==> src/rtl/push_pkg.sv <==
package push_pkg;
  timeunit 1ns;
  timeprecision 100ps;

  localparam int unsigned WORD_BYTES = 4;

  typedef enum logic [1:0] {
    SEQ_IDLE = 2'd0,
    SEQ_RUN  = 2'd1,
    SEQ_FIN  = 2'd2
  } seq_state_e;
endpackage

==> src/rtl/push_pick.sv <==
// Selects the highest set bit of a register mask and returns the mask without it.
module push_pick #(
  parameter int unsigned NREG = 16,
  localparam int unsigned IW = $clog2(NREG)
) (
  input  logic [NREG-1:0] mask,
  output logic [IW-1:0]   idx,
  output logic [NREG-1:0] rest
);
  timeunit 1ns;
  timeprecision 100ps;

  always_comb begin
    idx = '0;
    for (int i = 0; i < NREG; i++) begin
      if (mask[i]) idx = IW'(i);
    end
    rest = mask;
    rest[idx] = 1'b0;
  end
endmodule

==> src/rtl/push_resume_reg.sv <==
// Holds the point from which a stopped transfer is picked up again.
module push_resume_reg #(
  parameter int unsigned NREG = 16,
  parameter int unsigned AW   = 32
) (
  input  logic            clk,
  input  logic            rst_n,
  input  logic            load_full,
  input  logic [NREG-1:0] full_mask,
  input  logic [AW-1:0]   full_addr,
  input  logic            save_cur,
  input  logic [NREG-1:0] cur_mask,
  input  logic [AW-1:0]   cur_addr,
  output logic [NREG-1:0] res_mask,
  output logic [AW-1:0]   res_addr
);
  timeunit 1ns;
  timeprecision 100ps;

  always_ff @(posedge clk) begin
    if (!rst_n) begin
      res_mask <= '0;
      res_addr <= '0;
    end else if (load_full) begin
      res_mask <= full_mask;
      res_addr <= full_addr;
    end else if (save_cur) begin
      res_mask <= cur_mask;
      res_addr <= cur_addr;
    end
  end
endmodule

==> src/rtl/push_multiple_seq.sv <==
module push_multiple_seq #(
  parameter int unsigned NREG = 16,
  parameter int unsigned AW   = 32,
  parameter int unsigned DW   = 32,
  localparam int unsigned IW  = $clog2(NREG)
) (
  input  logic            clk,
  input  logic            rst_n,
  input  logic            start,
  input  logic [AW-1:0]   base_in,
  input  logic [NREG-1:0] mask_in,
  input  logic            resume,
  input  logic            mode_lowlat,
  input  logic            cont_en,
  input  logic            irq,
  input  logic            async_abort,
  output logic [IW-1:0]   rf_rd_idx,
  input  logic [DW-1:0]   rf_rd_data,
  output logic            mem_we,
  output logic [AW-1:0]   mem_addr,
  output logic [DW-1:0]   mem_wdata,
  input  logic            mem_ready,
  input  logic            mem_abort,
  output logic            sp_we,
  output logic [AW-1:0]   sp_wdata,
  output logic            busy,
  output logic            done,
  output logic            abandoned,
  output logic            faulted,
  output logic [NREG-1:0] resume_mask,
  output logic [AW-1:0]   resume_addr
);
  timeunit 1ns;
  timeprecision 100ps;
  import push_pkg::*;

  localparam logic [AW-1:0] STEP = AW'(WORD_BYTES);

  function automatic logic [AW-1:0] top_slot(input logic [AW-1:0] b);
    return b - STEP;
  endfunction

  function automatic logic [AW-1:0] final_sp(input logic [AW-1:0] b,
                                             input logic [NREG-1:0] m);
    int unsigned n;
    n = 0;
    for (int i = 0; i < NREG; i++) n += int'(m[i]);
    return b - AW'(n * WORD_BYTES);
  endfunction

  seq_state_e      state;
  logic [NREG-1:0] cur_mask, omask_q, rest_mask;
  logic [AW-1:0]   cur_addr, base_q;
  logic            wb_pend, abandoned_q, faulted_q;

  // Named internal events
  logic run, stop_irq, stop_abort, sync_fault, wr_fire, seq_last;
  logic accept_start, accept_resume, save_cur;

  push_pick #(.NREG(NREG)) u_pick (
    .mask (cur_mask),
    .idx  (rf_rd_idx),
    .rest (rest_mask)
  );

  always_comb begin
    run           = (state == SEQ_RUN);
    stop_abort    = run && mode_lowlat && async_abort;
    stop_irq      = run && mode_lowlat && irq && !async_abort;
    mem_we        = run && !stop_abort && !stop_irq;
    sync_fault    = mem_we && mem_abort;
    wr_fire       = mem_we && mem_ready && !mem_abort;
    seq_last      = wr_fire && (rest_mask == '0);
    accept_start  = (state == SEQ_IDLE) && start;
    accept_resume = (state == SEQ_IDLE) && !start && resume;
    save_cur      = stop_irq && cont_en;
  end

  push_resume_reg #(.NREG(NREG), .AW(AW)) u_resume (
    .clk       (clk),
    .rst_n     (rst_n),
    .load_full (accept_start),
    .full_mask (mask_in),
    .full_addr (top_slot(base_in)),
    .save_cur  (save_cur),
    .cur_mask  (cur_mask),
    .cur_addr  (cur_addr),
    .res_mask  (resume_mask),
    .res_addr  (resume_addr)
  );

  always_ff @(posedge clk) begin
    if (!rst_n) begin
      state       <= SEQ_IDLE;
      cur_mask    <= '0;
      cur_addr    <= '0;
      base_q      <= '0;
      omask_q     <= '0;
      wb_pend     <= 1'b0;
      abandoned_q <= 1'b0;
      faulted_q   <= 1'b0;
    end else begin
      abandoned_q <= 1'b0;
      faulted_q   <= 1'b0;
      unique case (state)
        SEQ_IDLE: begin
          if (accept_start) begin
            base_q   <= base_in;
            omask_q  <= mask_in;
            cur_mask <= mask_in;
            cur_addr <= top_slot(base_in);
            wb_pend  <= (mask_in != '0);
            state    <= (mask_in != '0) ? SEQ_RUN : SEQ_FIN;
          end else if (accept_resume) begin
            cur_mask <= resume_mask;
            cur_addr <= resume_addr;
            wb_pend  <= (resume_mask != '0);
            state    <= (resume_mask != '0) ? SEQ_RUN : SEQ_FIN;
          end
        end
        SEQ_RUN: begin
          if (stop_abort || sync_fault) begin
            faulted_q <= 1'b1;
            state     <= SEQ_IDLE;
          end else if (stop_irq) begin
            abandoned_q <= 1'b1;
            state       <= SEQ_IDLE;
          end else if (wr_fire) begin
            cur_mask <= rest_mask;
            cur_addr <= cur_addr - STEP;
            if (seq_last) state <= SEQ_FIN;
          end
        end
        SEQ_FIN: state <= SEQ_IDLE;
        default: state <= SEQ_IDLE;
      endcase
    end
  end

  assign mem_addr  = cur_addr;
  assign mem_wdata = rf_rd_data;
  assign busy      = (state != SEQ_IDLE);
  assign done      = (state == SEQ_FIN);
  assign sp_we     = (state == SEQ_FIN) && wb_pend;
  assign sp_wdata  = final_sp(base_q, omask_q);
  assign abandoned = abandoned_q;
  assign faulted   = faulted_q;
endmodule

==> config.mk <==
export PLATFORM = sky130hd
export DESIGN_NAME = push_multiple_seq
export DESIGN_NICKNAME = d
export VERILOG_FILES = /design/src/rtl/push_pkg.sv /design/src/rtl/push_pick.sv /design/src/rtl/push_resume_reg.sv /design/src/rtl/push_multiple_seq.sv
export SDC_FILE = /design/constraint.sdc
export NUM_CORES = 1
export LEC_CHECK = 0
export BUFFER_PORTS_ARGS = -buffer_cell sky130_fd_sc_hd__buf_2
export CORE_MARGIN = 3
export CORE_UTILIZATION = 43
export CTS_CLUSTER_DIAMETER = 40
export DETAILED_ROUTE_END_ITERATION = 7
export GPL_TIMING_DRIVEN = 1
export PLACE_DENSITY = 0.78
export REMOVE_ABC_BUFFERS = 1
export SLEW_MARGIN = 20
export SYNTH_ARGS = -nofsm -noshare
export SYNTH_HDL_FRONTEND = slang
export SYNTH_HIERARCHICAL = 1
export SYNTH_SLANG_ARGS = --single-unit
==> constraint.sdc <==
create_clock -name clk -period 8.41 [get_ports clk]
set_input_delay 1.682 -clock clk [delete_from_list [all_inputs] [get_ports clk]]
set_output_delay 1.682 -clock clk [all_outputs]
set_load 0.02 [all_outputs]
==> impl_metrics.json <==
{
  "status": "finished clean",
  "async_flop_share_pct": 0,
  "hpwl_microns": 22260,
  "worst_pin_slew_ns": 0.8838,
  "cp-start-kind": "register",
  "routed_wl_microns": 31610,
  "crit_path_end_kind": "output pin",
  "rr_worst_depth": 10,
  "final_util_pct": 50.78,
  "leakage_nw": 5.162,
  "synth_mux_area_share_pct": 6.659,
  "fin_nets": 1435,
  "synth_top_family_by_area": "simple AND/OR/NAND/NOR gates",
  "crit_type": "register to output pin",
  "gr-usage-all-layers_pct": 24.95,
  "crit_arrival_ns": 5.96,
  "first_iter_violations": 931,
  "grt-ovfl-total": 0,
  "cts.sinks": 149,
  "ant_nets": 0,
  "die_w_microns": 157.5,
  "synthTopCellsByArea": "dfxtp_1, nand2_1, o211a_1, a21boi_0, nor2_1",
  "fin_crit_sh_pct": 90.83,
  "layout-drive-gt1-share_pct": 22.02,
  "hold_viol": 0,
  "ys_seq_area_share_pct": 30.24,
  "fmax_mhz": 130.9,
  "start_util_pct": 44.51,
  "rr_endpoint": "state[1]",
  "num_rows": 54,
  "cts-htree-levels": 4,
  "grt_max_degree": 83,
  "slowest_stage": "or4_2",
  "cts_root_buf": "clkbuf_16",
  "viasPerCell": 5.856,
  "die_area_sq_mm": 0.02479,
  "synth_adder_area_share_pct": 3.754,
  "holdBufCountCts": 0,
  "ios": 244,
  "powerDensity_mw_per_mm2": 251.9,
  "vias": 9464,
  "io_buffers": 179,
  "clk_transition_reported_paths_ns": 0.06,
  "fin_tns_setup_ns": 0,
  "yosys_most_used_dff": "dfxtp_1",
  "yosys_warnings": 6,
  "rsz0062_at_grt": "false",
  "synth-seq-cells": 149,
  "cp_cell_sequence": "inv_1 -> fa_1 -> fa_1 -> fa_1 -> fa_1 -> inv_1 -> ha_1 -> inv_1 -> fa_1 -> xor2_1 -> ha_1 -> nor2b_1 -> o21ai_0 -> a21boi_0 -> nand2b_1 -> or4_2 -> xnor2_1 -> buf_2",
  "synthCells": 1225,
  "grt_pass1_vias": 8826,
  "firstDrtPassIters": 6,
  "drc": 0,
  "clockBufferDepth": 2,
  "fill_cells": 2119,
  "synth.largest_area_cell": "dfxtp_1",
  "synth_top_area_share_pct": 30.24,
  "final_cell_mix": "buf_2, nand2_1, dfxtp_1",
  "r2r_slack_ns": 5.02,
  "slew_headroom_pct": 41.08,
  "synth_simple_gate_area_share_pct": 25.41,
  "vdd_drop_max_uv": 141.1,
  "core_area_sq_mm": 0.02216,
  "crit_start": "omask_q[0]",
  "critPathMaxFanout": 9,
  "die_y_microns": 157.5,
  "endpoint": "sp_wdata[12]",
  "setup_viol_count_final": 0,
  "cp.required_ns": 6.73,
  "layout_commonest_cell": "buf_2",
  "report.final.slew_viol_count": 0,
  "grt_pass1_wl_microns": 48960,
  "timing.final.crit_period_ns": 7.639,
  "skew_ns": 0.01271,
  "synth_compound_area_share_pct": 21.33,
  "place_congestion": 0.9077,
  "synth.distinct_cells": 74,
  "hold_path_class": "register to register",
  "cts_buffers": 17,
  "post_cts_buffers": 0,
  "clk_latency_ns": 0.43,
  "cpPeakStageDelay_ns": 0.64,
  "cts_resized": 0,
  "antenna_found_initial": 3,
  "syn2layout_area_growth_pct": 14.09,
  "r2r_start": "cur_mask[8]",
  "synth_area_sq_mm": 0.009864,
  "syn_avg_cell_area_sq_um": 8.053,
  "crit_path_frequent_cell": "fa_1",
  "wire_per_inst_microns": 19.56,
  "max_cap_viol_count": 0,
  "synthXorXnorAreaFrac_pct": 4.693,
  "synth_edf_count": 0,
  "cts_tree": "yes"
}
-- area by class of cell --
class                      count  area (sq um)  share of cell area [%]
multi-input combinational    914          6113                   54.32
sequential                   149          2983                   26.50
timing repair buffer         190         980.9                   8.716
clock buffer                  20         466.7                   4.147
tap                          280         350.3                   3.113
inverter                      50         190.2                   1.690
clock inverter                12         167.7                   1.490
antenna                        1         2.502                 0.02223
-- worst max-delay path: cells and delay by family, from the launching register on --
| kind | cells | cell delay (ns) |
|---|---|---|
| AO/OA/AOI/OAI | 2 | 0.39 |
| adder cells (fa/ha/maj) | 7 | 2.92 |
| flip-flops | 1 | 0.33 |
| XOR/XNOR | 2 | 0.32 |
| buffers and inverters | 4 | 0.40 |
| AND/OR/NAND/NOR | 3 | 1.17 |
-- cell families after synthesis --
group	after synthesis
AO/OA/AOI/OAI	291
XOR/XNOR	52
adder cells (fa/ha/maj)	23
buffers and inverters	162
flip-flops	149
multiplexers	52
other	1
AND/OR/NAND/NOR	495
-- report_power, final --
group | switching (mW) | internal [mW] | leakage (nW)
Sequential | 0.0939 | 0.780 | 1.23
Combinational | 0.720 | 0.408 | 3.63
Clock | 0.336 | 0.498 | 0.307
-- through the flow --
stage	total power [mW]	std cells	instance area (sq um)	setup slack [ns]	hold WS (ns)
6_report	2.835	1616	11250	0.7714	0.4626
5_1_grt	2.994	1615	11250	0.5273	0.4899
2_1_floorplan	1.621	1113	9275	1.679	0.4363
3_5_place_dp	1.997	1583	10620	1.339	0.4581
3_3_place_gp	1.969	1583	10620	1.471	0.4471
4_1_cts	2.836	1615	11250	0.7816	0.4664
-- sequential cells by signal, summed over array words and instances (netlist names), 2 cells and up --
signal             flops
base_q                32
mem_addr              32
u_resume/res_addr     32
cur_mask              16
omask_q               16
u_resume/res_mask     16
state                  2
-- synthesized netlist by cell type (30+ instances only) --
cell type,number
nor3_1,34
clkbuf_1,55
o21ai_0,52
o211a_1,50
xor2_1,37
a21oi_1,45
nor4_1,30
nor2_1,101
a21boi_0,52
buf_4,35
inv_1,49
nand2_1,156
dfxtp_1,149
nand2b_1,57
-- routing by layer --
metal	track usage [%]	up-vias	wire, microns
li1	-	4490	-
met1	33.16	4469	13620
met2	38.63	445	14350
met3	7.946	52	2914
met4	7.603	8	620
met5	1.786	-	101
-- worst min-delay path by stage --
stage | to | depth (start not counted) | slack, ns | start
after floorplan | omask_q[0] | 2 | 0.44 | omask_q[0]
after global placement | omask_q[0] | 2 | 0.45 | omask_q[0]
after detailed placement | omask_q[14] | 2 | 0.46 | omask_q[14]
after CTS | omask_q[14] | 2 | 0.47 | omask_q[14]
after global routing | omask_q[9] | 2 | 0.49 | omask_q[9]
final | omask_q[14] | 2 | 0.46 | omask_q[14]
Power figures use the tool's default switching activity.
